`config.mk`:
```
export PLATFORM = sky130hd
export DESIGN_NAME = hpt_walker
export DESIGN_NICKNAME = d
export VERILOG_FILES = /design/src/rtl/hpt_walker.sv
export SDC_FILE = /design/constraint.sdc
export NUM_CORES = 1
export LEC_CHECK = 0
export CAP_MARGIN = 0
export CORE_AREA = 2 2 272 274
export CTS_BUF_LIST = sky130_fd_sc_hd__clkbuf_4
export CTS_CLUSTER_SIZE = 10
export DETAILED_ROUTE_END_ITERATION = 7
export DIE_AREA = 0 0 274 276
export GPL_ROUTABILITY_DRIVEN = 0
export PLACE_DENSITY_LB_ADDON = 0.05
export REMOVE_ABC_BUFFERS = 1
export SLEW_MARGIN = 10
export SYNTH_ARGS = -nofsm -noshare
export SYNTH_HDL_FRONTEND = slang
export SYNTH_SLANG_ARGS = --single-unit
```
`constraint.sdc`:
```
create_clock -name clk -period 2.6 [get_ports clk]
set_input_delay 0.26 -clock clk [delete_from_list [all_inputs] [get_ports clk]]
set_output_delay 0.26 -clock clk [all_outputs]
set_load 0.01 [all_outputs]
```
`src/rtl/hpt_walker.sv`:
```
module hpt_walker (
  input  logic         clk,
  input  logic         rst_n,
  input  logic         req_valid,
  output logic         req_ready,
  input  logic [31:0]  req_addr,
  input  logic         req_write,
  input  logic         req_fetch,
  input  logic         req_user,
  input  logic [511:0] seg_file,
  input  logic [31:0]  table_base,
  output logic         resp_valid,
  output logic [2:0]   resp_code,
  output logic [19:0]  resp_page,
  output logic         resp_rd,
  output logic         resp_wr,
  output logic         mem_req,
  output logic         mem_we,
  output logic [31:0]  mem_addr,
  output logic [31:0]  mem_wdata,
  input  logic         mem_ack,
  input  logic [31:0]  mem_rdata
);
  localparam logic [2:0] RC_OK = 3'd0, RC_MISS = 3'd1, RC_PROT = 3'd2,
                         RC_NOEXEC = 3'd3, RC_DIRECT = 3'd4;
  localparam logic [2:0] LAST_SLOT = 3'd7;

  typedef enum logic [2:0] {S_IDLE, S_W0, S_W1, S_UPD, S_DONE} st_t;
  st_t st;

  logic [23:0] vsid;
  logic [15:0] pidx;
  logic        wr_r, key_r, sec, prot_seen;
  logic [2:0]  slot, code;
  logic [31:0] w1;
  logic        perm_rd, perm_wr;

  logic [31:0] seg_in;
  assign seg_in = seg_file[{req_addr[31:28], 5'b0} +: 32];

  logic [31:0] h1, h2, mask, grp, ptem, upd;
  logic        tag_hit, can_rd, can_wr, allowed, need_wb;
  logic [1:0]  pp;

  assign h1   = {7'b0, vsid[18:0] ^ {3'b0, pidx}, 6'b0};
  assign h2   = ~h1 & 32'h01FF_FFC0;
  assign mask = {7'b0, table_base[8:0], 16'hFFC0};
  assign grp  = {table_base[31:16], 16'b0} | ((sec ? h2 : h1) & mask);
  assign ptem = {1'b0, vsid, 1'b0, pidx[15:10]};

  assign tag_hit = mem_rdata[31] && (mem_rdata[6] == sec)
                   && ((mem_rdata & 32'h7FFF_FFBF) == ptem);
  assign pp      = mem_rdata[1:0];
  assign can_rd  = !key_r || (pp != 2'd0);
  assign can_wr  = key_r ? (pp == 2'd2) : (pp != 2'd3);
  assign allowed = wr_r ? can_wr : can_rd;

  assign upd     = w1 | 32'h0000_0100 | (wr_r ? 32'h0000_0080 : 32'h0);
  assign need_wb = (upd != w1);

  assign req_ready  = (st == S_IDLE);
  assign resp_valid = (st == S_DONE);
  assign resp_code  = code;
  assign resp_page  = (code == RC_OK) ? w1[31:12] : 20'd0;
  assign resp_rd    = perm_rd;
  assign resp_wr    = perm_wr;

  assign mem_req   = (st == S_W0) || (st == S_W1) || ((st == S_UPD) && need_wb);
  assign mem_we    = (st == S_UPD);
  assign mem_addr  = grp | {26'b0, slot, (st == S_W0) ? 3'b000 : 3'b100};
  assign mem_wdata = upd;

  logic unused_ok;
  assign unused_ok = ^{table_base[15:9], req_addr[11:0], seg_in[27:24]};

  always_ff @(posedge clk) begin
    if (!rst_n) begin
      st <= S_IDLE; vsid <= '0; pidx <= '0; wr_r <= 1'b0; key_r <= 1'b0;
      sec <= 1'b0; prot_seen <= 1'b0; slot <= '0; code <= RC_OK;
      w1 <= '0; perm_rd <= 1'b0; perm_wr <= 1'b0;
    end else begin
      case (st)
        S_IDLE: if (req_valid) begin
          vsid <= seg_in[23:0];
          pidx <= req_addr[27:12];
          wr_r <= req_write;
          key_r <= (seg_in[29] && req_user) || (seg_in[30] && !req_user);
          sec <= 1'b0; slot <= '0; prot_seen <= 1'b0;
          w1 <= '0; perm_rd <= 1'b0; perm_wr <= 1'b0;
          if (seg_in[31]) begin
            code <= RC_DIRECT; st <= S_DONE;
          end else if (req_fetch && seg_in[28]) begin
            code <= RC_NOEXEC; st <= S_DONE;
          end else begin
            st <= S_W0;
          end
        end
        S_W0: if (mem_ack) begin
          if (tag_hit) st <= S_W1;
          else if (slot != LAST_SLOT) slot <= slot + 3'd1;
          else if (!sec) begin
            sec <= 1'b1; slot <= '0;
          end else begin
            code <= prot_seen ? RC_PROT : RC_MISS; st <= S_DONE;
          end
        end
        S_W1: if (mem_ack) begin
          if (allowed) begin
            w1 <= mem_rdata; perm_rd <= can_rd; perm_wr <= can_wr; st <= S_UPD;
          end else begin
            prot_seen <= 1'b1;
            if (!sec) begin
              sec <= 1'b1; slot <= '0; st <= S_W0;
            end else begin
              code <= RC_PROT; st <= S_DONE;
            end
          end
        end
        S_UPD: if (!need_wb || mem_ack) begin
          w1 <= upd; code <= RC_OK; perm_wr <= perm_wr && upd[7]; st <= S_DONE;
        end
        default: st <= S_IDLE;
      endcase
    end
  end

  assert_wb_sets_ref_R8: assert property (@(posedge clk) disable iff (!rst_n)
    (mem_req && mem_we) |-> mem_wdata[8]);
  assert_wb_second_word_R8: assert property (@(posedge clk) disable iff (!rst_n)
    (mem_req && mem_we) |-> (mem_addr[2:0] == 3'b100));
  assert_idle_quiet_R12: assert property (@(posedge clk) disable iff (!rst_n)
    req_ready |-> !mem_req);
  assert_resp_pulse_R12: assert property (@(posedge clk) disable iff (!rst_n)
    resp_valid |=> !resp_valid);
  assert_fault_no_rights_R7: assert property (@(posedge clk) disable iff (!rst_n)
    (resp_valid && resp_code != RC_OK) |-> (!resp_rd && !resp_wr));
  assert_direct_immediate_R10: assert property (@(posedge clk) disable iff (!rst_n)
    (resp_valid && resp_code == RC_DIRECT) |-> $past(req_ready));
endmodule

```
## After elaboration in Yosys (flattened, before gate mapping)

Cells that the tools add are included.

| cells by class | value |
|---|---|
| add/sub/neg operators | 1 |
| eq/ne operators | 23 |
| shift-type cells | 1 |
| mux-type cells | 59 |
| bitwise operators | 6 |
| reduce and logical (&&, ||, !) cells | 30 |

Operators with widths:

| kind | count |
|---|---|
| $shiftx 512x10->32 | 1 |
| $mux 32 | 4 |
| $pmux 32 s3 | 1 |
| $mux 3 | 30 |
| $ne 32x32->1 | 1 |
| $or 32x25->32 | 1 |
| $or 32x6->32 | 1 |
| $or 32x8->32 | 1 |
| $eq 30x30->1 | 1 |
| $and 25x25->25 | 1 |
| $mux 25 | 1 |
| $not 25->25 | 1 |
| $pmux 3 s4 | 2 |
| $mux 20 | 1 |
| $ne 2x2->1 const B | 10 |
| $xor 19x16->19 | 1 |
| $mux 1 | 13 |
| $reduce_and 6->1 | 2 |
| $reduce_and 11->1 | 1 |
| $ne 3x3->1 const B | 3 |
| $pmux 3 s3 | 1 |
| $mux 8 | 1 |
| $reduce_and 4->1 | 2 |
| $logic_and 1x1->1 | 7 |
| 20 further kinds | 32 |

| storage, ports and cells | value |
|---|---|
| bits in registers | 87 |
| input bits | 615 |
| word-level logic and storage cells | 132 |

## Depth between registers and ports, before layout

Gate-level depths: netlist of the first run.

| logic depth | value |
|---|---|
| word-level depth | 7 |
| depth in mapped cells | 9 |
| depth with buffers taken out | 8 |

## Least setup slack after synthesis of the first run

Ideal clock, no wire load.

| timing | value |
|---|---|
| path kind | in2reg |
| start | in req_addr[28] |
| end | reg key_r |
| library setup time | 0.132 ns |
| arrival | 2.312 ns |
| data required time | 2.468 ns |
| setup slack | 0.156 ns |
| cell stages on the path | 7 |
| buffers on the path | 3 |
| cells stage by stage | buf_2 buf_2 buf_1 mux4_2 mux4_2 mux2i_1 a21oi_1 |

| between the ends | value |
|---|---|
| word-level cells in the longest chain between the ends | 3 |
| elaborated cells on any way between the ends | 4 |
| classes of those cells | shift (1); reduce/logical (3) |

Ends and longest elaborated chain:

| element | line | RTL |
|---|---|---|
| start, declared | 6 | `input logic [31:0] req_addr,` |
| $shiftx 512x10->32 (*) | 39 | `assign seg_in = seg_file[{req_addr[31:28], 5'b0} +: 32];` |
| $logic_and 1x1->1 | 87 | `key_r <= (seg_in[29] && req_user) \|\| (seg_in[30] && !req_user);` |
| $logic_or 1x1->1 (*) | 87 |  |
| end signal, assigned | 87 |  |
| end, declared | 33 | `logic wr_r, key_r, sec, prot_seen;` |

Every way passes the cells marked *; elsewhere a longest branch is shown, timed or not.
A chain may end at the register's enable or synchronous reset.

## Worst setup path after layout of the first run

| timing | value |
|---|---|
| start | reg pidx[10] |
| end | reg st[0] |

| between the ends | value |
|---|---|
| word-level cells in the longest chain between the ends | 5 |
| elaborated cells on any way between the ends | 8 |
| classes of those cells | eq/ne (3); mux (3); reduce/logical (2) |

Ends and longest elaborated chain:

| element | line | RTL |
|---|---|---|
| start, declared | 32 | `logic [15:0] pidx;` |
| start signal, assigned | 85 | `pidx <= req_addr[27:12];` |
| $eq 30x30->1 (*) | 52 | `&& ((mem_rdata & 32'h7FFF_FFBF) == ptem);` |
| $logic_and 1x1->1 (*) | 52 |  |
| $mux 3 | 99 | `if (tag_hit) st <= S_W1;` |
| $mux 3 | 98 | `S_W0: if (mem_ack) begin` |
| $pmux 3 s4 | 82 | `case (st)` |
| end signal, assigned | 91 | `code <= RC_DIRECT; st <= S_DONE;` |
| end signal, assigned | 99 |  |
| end signal, assigned | 104 | `code <= prot_seen ? RC_PROT : RC_MISS; st <= S_DONE;` |
| end, declared | 29 | `st_t st;` |

Every way passes the cells marked *; elsewhere a longest branch is shown, timed or not. The select of a mux whose other input is x is not followed.

==> out/summary.md, run 1 <==
* total routing resource utilization after global routing: 14.4%
* antenna violations before repair: 14
* area taken by multi-input logic gates: 0.00614 sq mm
* accumulated negative setup slack: 0 ps
* largest voltage drop on the vdd net: 0.000173 V
* fraction of synthesized area in multiplexers: 37.7%
* min Tclk post-route: 2480 ps
* share of the synthesized netlist area taken by xor and xnor gates: 6.83%
* sum of internal, switching and leakage power: 5.18 mW
* clock tree buffer depth: 2
* number of global-route vias before repair: 9920
* Clock Root Buffer: clkbuf_4
* critical setup path kind: flip-flop to flip-flop
* setup repair after global routing missed its margin: yes
* most used flip-flop cell after synthesis: dfxtp_1
* Synth cell types: 56
* cells along the critical path: xor2_1, or4_1, or4b_1, or3_4, a22oi_4, mux2i_1
* number of detailed-routing iterations run before antenna repair: 6
* level count of the clock H-tree: 3
* number of top-level pins: 708
* Placement Rows: 99
* Leakage: 5.60 nW
* part of the cycle the worst path needs: 95.4%
* total wire length after detailed routing: 55200 microns
* Crit path arrival time: 3000 ps
* reg2reg start: pidx[10]
* cell area power density: 324 mW/mm^2
* total half-perimeter wirelength after legalization and detailed placement: 48200 microns
* final setup vio count: 0
* hold depth: 3
* instance count of the mapped netlist: 836
* Die Width: 274 microns
* Final Max Tran Viols: 0
* per-instance average area after synthesis: 10.1 sq um
* status: finished, final reports clean
* DIE HEIGHT: 276 microns
* maximum cell stage delay along the critical path: 590 ps
* area growth from synthesis to final layout: 88.9%
* Peak Freq: 403 MHz
* fraction of the mapped netlist area in adder cells: 0.296%
* number of cells on the worst reg-to-reg path: 6
* antenna-violating nets left: 0
* overall overflow remaining after global route: 0
* share of post-route cells with drive strength above 1: 19.4%
* Sink Count: 87
* remaining max-slew budget at the tightest pin: 65.3%
* Starting DRT DRC Count: 310
* Synth Area in Compound Gates: 10.8%
* Routed WL per cell: 23.2 microns
* worst reg2reg endpoint: st[0]
* clock latency on the worst-skew pair: 580 ps
* required time at the worst-slack endpoint: 3120 ps
* count of state elements after synthesis: 87
* Residual DRC: 0
* startpoint class of the critical path: flip-flop
* initial core utilization: 11.7%
* wire length of the first global-routing pass: 77200 microns
* average via count per standard cell: 3.72
* number of port buffers: 607
* final worst clock skew: 43.8 ps
* placeable core area: 0.0726 sq mm
* main combinational cell family by area after synthesis: multiplexers
* transition time at the pin with the least slew margin: 507 ps
* largest fanout on the critical path: 4
* Worst Hold Path EP: resp_code[2]
* clock slew seen by the registers of the worst setup and hold paths: 190 ps
* TritonCTS clock tree: built
* EDFF count, synth: 0
* Fill cells: 8054
* maximum number of pins on one net before global-route repair: 47
* Post-Place Setup Slack: -321 ps
* hold path start: rst_n
* Synthesis Warnings: 0
* ys async rst share: 0%
* sequential standard cell area: 0.00175 sq mm
* fraction of the yosys area taken by sequential cells: 20.6%
* area fraction in and, or, nand and nor cells after synthesis: 15.9%
* die outline area: 0.0756 sq mm
* Slowest-stage cell, CP: or4b_1
* R2R setup slack: 120 ps
* path type of the worst min-delay path: primary input to flip-flop
* min setup slack post-route: 120 ps
* total of max-cap violations: 0
* TritonCTS buffer count: 9
* count of vias placed by the detailed router: 8859
* Setup crit end kind: flip-flop
* final count of hold timing violations: 0
* # nets final: 2029
* area of the mapped netlist: 0.00847 sq mm
==> logic make-up (layout without fill, tap and decap cells) <==
logic type / count (synthesis) / after routing
flip-flops: 87 / 87
AND/OR/NAND/NOR: 280 / 280
AO/OA/AOI/OAI: 126 / 126
XOR/XNOR: 66 / 66
buffers and inverters: 120 / 700
other: 2 / 8
adder cells (fa/ha/maj): 2 / 2
multiplexers: 153 / 153
==> registers in the layout, indices dropped and copies added (netlist names), 3 cells and up <==
register and cells:
pidx 16, resp_code 3, slot 3, st 3, vsid 24, w1 32
==> through the flow <==
stage	hold slack (ps)	std cells	util (%)	instance area (sq um)
3_3_place_gp	445	2355	21.7	15700
6_report	142	2381	22.0	16000
4_1_cts	72.9	2371	21.9	15900
3_5_place_dp	455	2355	21.7	15700
2_1_floorplan	377	727	-	7850
5_1_grt	82.3	2379	22.0	16000
==> cell type report <==
| type | count | area share [%] |
|---|---|---|
| Inverter | 10 | 0.235 |
| Tap cell | 959 | 7.50 |
| Clock buffer | 9 | 0.422 |
| Antenna cell | 5 | 0.0782 |
| Sequential cell | 87 | 11.0 |
| Multi-Input combinational cell | 630 | 38.4 |
| Timing Repair Buffer | 674 | 41.8 |
| Clock inverter | 7 | 0.594 |
==> cell usage in the layout (no fill, tap or decap), types with 3 or more instances in the layout <==
master             n
nand2_1          158
nor2b_1            3
nand2b_1           4
o21ai_0           10
a211oi_1           4
a21o_1             9
a2111oi_0          3
dfxtp_1           83
clkbuf_4           9
inv_1             10
nand4_1            3
nor4b_1            3
xor2_1            31
a21boi_0          75
nor3_1             3
buf_4             58
clkdlybuf4s50_1  594
nor2_1            13
dlymetal6s2s_1     7
a21oi_1           12
nand3_1            3
mux2i_1           20
diode_2            5
dfxtp_4            3
conb_1             3
mux4_2           133
or2_2             33
and2_2             4
nor4_1             9
and2_1            23
buf_2              3
buf_12             9
xnor2_1           33
==> synthesized netlist by cell type (2+ instances only) <==
| cell | count | area (sq um) |
|---|---|---|
| nor3_1 | 4 | 20.0 |
| ha_1 | 2 | 25.0 |
| nand2_1 | 159 | 597 |
| nand2b_1 | 4 | 25.0 |
| nand4_1 | 3 | 18.8 |
| and2_1 | 25 | 156 |
| clkbuf_1 | 40 | 150 |
| and3_1 | 2 | 12.5 |
| xor2_1 | 32 | 280 |
| and4_1 | 2 | 17.5 |
| xnor2_1 | 34 | 298 |
| clkbuf_8 | 3 | 41.3 |
| mux2i_1 | 20 | 200 |
| nor2b_1 | 4 | 25.0 |
| buf_1 | 14 | 52.6 |
| buf_2 | 11 | 55.1 |
| nor2_1 | 14 | 52.6 |
| a31oi_1 | 2 | 12.5 |
| a2111oi_0 | 3 | 26.3 |
| dfxtp_1 | 87 | 1740 |
| a21o_1 | 9 | 67.6 |
| o21ai_0 | 10 | 50.1 |
| a21oi_1 | 12 | 60.1 |
| nand3_1 | 4 | 20.0 |
| nor3b_1 | 2 | 15.0 |
| conb_1 | 2 | 7.51 |
| nand3b_1 | 2 | 15.0 |
| or2_2 | 33 | 206 |
| mux4_2 | 133 | 3000 |
| nor4_1 | 10 | 62.6 |
| buf_4 | 40 | 300 |
| nor4b_1 | 3 | 26.3 |
| a211oi_1 | 4 | 30.0 |
| and2_2 | 2 | 15.0 |
| inv_1 | 10 | 37.5 |
| a21boi_0 | 75 | 563 |
==> worst max-delay path by stage <==
stage	from	to	depth (start not counted)
CTS	resp_code[0]	resp_page[0]	4
global route	resp_code[2]	resp_page[7]	5
floorplan	st[0]	w1[0]	5
detailed placement	mem_rdata[0]	st[0]	7
global placement	mem_rdata[0]	st[0]	7
finish	pidx[10]	st[0]	6
==> where the power goes <==
group          internal [mW]  switching [mW]
clock network          0.390           0.614
registers               1.42          0.0984
logic                   1.60            1.06
total                   3.41            1.77
==> worst max-delay path, delay by kind of cell, from the launching register on <==
family          cells  cell delay [ps]
simple gates        3             1530
flops               1              370
xor+xnor            1              190
mux                 1              180
compound gates      1              160
==> per-layer routing <==
| metal | wire length (microns) | vias to the layer above | track usage, % |
|---|---|---|---|
| met4 | 310 | 14 | 1.88 |
| li1 | - | 4199 | - |
| met3 | 4860 | 25 | 6.08 |
| met2 | 28500 | 292 | 25.7 |
| met5 | 91 | - | 0 |
| met1 | 21400 | 4329 | 16.2 |
==> repair_timing <==
item / 4_1_cts / 5_1_grt
endpoints found under the setup margin: 13 / 28
resized for setup: 7 / 15
pin swaps: 0 / 1
hold buffers: 0 / 0
buffers inserted: 0 / 4
cloned: 0 / 1
(Power assumes the default switching activity.)
==> run 2, diff against run 1 <==
--- a/config.mk
+++ b/config.mk
@@ -13,7 +13,6 @@
 export DIE_AREA = 0 0 274 276
 export GPL_ROUTABILITY_DRIVEN = 0
 export PLACE_DENSITY_LB_ADDON = 0.05
-export REMOVE_ABC_BUFFERS = 1
 export SLEW_MARGIN = 10
 export SYNTH_ARGS = -nofsm -noshare
 export SYNTH_HDL_FRONTEND = slang
==> run 2 against run 1 <==
Design area down 0.95%. Non-clock buffer count down 17. Final cell count down 0.63%. Core utilization down 0.21 points. Worst hold slack better by 100 ps. Count of clock-buffer cells in the layout unchanged. Via count up 1.7%. Setup slack worse by 32 ps. Critical path type unchanged. Highest routed layer unchanged.
==> out/summary.md, run 2 (synthesis gave the netlist of run 1 again) <==
* Leakage: 5.39 nW
* reg2reg start: pidx[10]
* Routed WL per cell: 25.8 microns
* hold depth: 3
* wire length of the first global-routing pass: 82600 microns
* R2R setup slack: 90 ps
* clock slew seen by the registers of the worst setup and hold paths: 180 ps
* Residual DRC: 0
* share of post-route cells with drive strength above 1: 18.3%
* overall overflow remaining after global route: 0
* min Tclk post-route: 2510 ps
* maximum number of pins on one net before global-route repair: 56
* TritonCTS clock tree: built
* total of max-cap violations: 0
* final setup vio count: 0
* average via count per standard cell: 3.81
* antenna violations before repair: 30
* DR WL met2: 29400 microns
* status: finished, final reports clean
* most common library cell in the layout ignoring fill and taps: clkdlybuf4s50_1
* number of setup buffers added after CTS: 0
* total wire length after detailed routing: 60900 microns
* clock latency on the worst-skew pair: 540 ps
* routed metal-1 wirelength: 24800 microns
* hold path start: req_addr[14]
* register bank with the most flops: w1
* TritonCTS buffer count: 9
* final count of hold timing violations: 0
* Clock Root Buffer: clkbuf_4
* Crit path arrival time: 2970 ps
* startpoint class of the critical path: flip-flop
* number of global-route vias before repair: 9664
* sequential standard cell area: 0.00175 sq mm
* antenna-violating nets left: 0
* level count of the clock H-tree: 3
* Buf+Inv Stages, Crit Path: 0
* cells along the critical path: xor2_1, or4_1, or4b_1, or3_4, a22oi_4, mux2i_1
* number of cells on the worst reg-to-reg path: 6
* maximum cell stage delay along the critical path: 570 ps
* initial core utilization: 11.7%
* highest layer used for signal routing: met5
* number of flip-flops under the largest register name: 32
* placeable core area: 0.0726 sq mm
* Sink Count: 87
* final worst clock skew: 33.8 ps
* transition time at the pin with the least slew margin: 997 ps
* Largest regs: w1 (32), vsid (24), pidx (16)
* top library cells by usage in the layout, fill and taps aside: clkdlybuf4s50_1 (602), nand2_1 (158), mux4_2 (133), dfxtp_1 (84), a21boi_0 (75)
* number of port buffers: 607
* sum of internal, switching and leakage power: 5.01 mW
* critical setup path kind: flip-flop to flip-flop
* remaining max-slew budget at the tightest pin: 33.5%
* largest delay contributor family on the critical path: simple AND/OR/NAND/NOR gates
* area growth from synthesis to final layout: 87.1%
* required time at the worst-slack endpoint: 3060 ps
* path type of the worst min-delay path: primary input to flip-flop
* # nets final: 2012
* Fill cells: 7879
* setup repair after global routing missed its margin: no
* count of vias placed by the detailed router: 9010
* part of the cycle the worst path needs: 96.6%
* Starting DRT DRC Count: 335
* area taken by multi-input logic gates: 0.00611 sq mm
* largest voltage drop on the vdd net: 0.000209 V
* Final Max Tran Viols: 0
* minimum hold slack: 245 ps
* clock tree buffer depth: 2
* cell area power density: 316 mW/mm^2
* detailed route wirelength on metal3: 6100 microns
* Slowest-stage cell, CP: or4b_1
* Die Width: 274 microns
* DIE HEIGHT: 276 microns
* Peak Freq: 398 MHz
* Setup crit end kind: flip-flop
* worst reg2reg endpoint: st[0]
* total routing resource utilization after global routing: 15.8%
* total half-perimeter wirelength after legalization and detailed placement: 53800 microns
* number of top-level pins: 708
* Worst Hold Path EP: pidx[2]
* die outline area: 0.0756 sq mm
* number of detailed-routing iterations run before antenna repair: 4
* Placement Rows: 99
* hold_buf cts: 0
* largest fanout on the critical path: 4
[run 2: repair_timing]
item	in CTS	in global routing
gates resized for setup	2	5
endpoints found under the setup margin	3	3
pin swaps	0	0
cloned	0	0
[run 2: area by class of cell]
cell class                 count  share of cell area (%)
clock inverter                 7                   0.466
inverter                      10                   0.237
clock buffer                   9                   0.426
tap                          959                    7.57
timing repair buffer         657                    41.6
sequential                    87                    11.0
multi-input combinational    630                    38.5
antenna                        7                   0.111
[run 2: how the worst max path moves through the flow]
stage / depth (start not counted) / from / endpoint / slack (ps)
global route: 4 / st[0] / mem_req / 10
CTS: 4 / st[1] / mem_req / 20
floorplan: 7 / req_addr[28] / key_r / 160
finish: 6 / pidx[10] / st[0] / 90
detailed placement: 7 / mem_rdata[0] / st[0] / -280
global placement: 7 / mem_rdata[20] / st[0] / -270
[run 2: per-stage QoR]
stage | utilization, % | std cells | instance area [sq um] | worst slack, ps | TNS [ps]
3_3_place_gp | 21.6 | 2343 | 15700 | -274 | -836
5_1_grt | 21.8 | 2363 | 15800 | 10.8 | 0
4_1_cts | 21.8 | 2359 | 15800 | 18.8 | 0
2_1_floorplan | - | 837 | 8470 | 156 | 0
6_report | 21.8 | 2366 | 15800 | 87.6 | 0
3_5_place_dp | 21.6 | 2343 | 15700 | -277 | -1060
[run 2: worst register-to-register path: stages (launching register included)]
cell     delay [ps]
dfxtp_1         400
xor2_1          190
or4_1           500
or4b_1          570
or3_4           430
a22oi_4         160
mux2i_1         180
[run 2: layer usage]
metal / GRT usage, % / vias up
met5: 0 / -
met2: 26.8 / 369
met1: 18.8 / 4384
met3: 6.80 / 55
met4: 2.20 / 30
li1: - / 4172
[run 2: power by group]
group / internal [mW] / leakage [nW] / switching [mW]
Clock: 0.294 / 0.0775 / 0.583
Sequential: 1.42 / 0.710 / 0.102
Combinational: 1.56 / 4.60 / 1.05
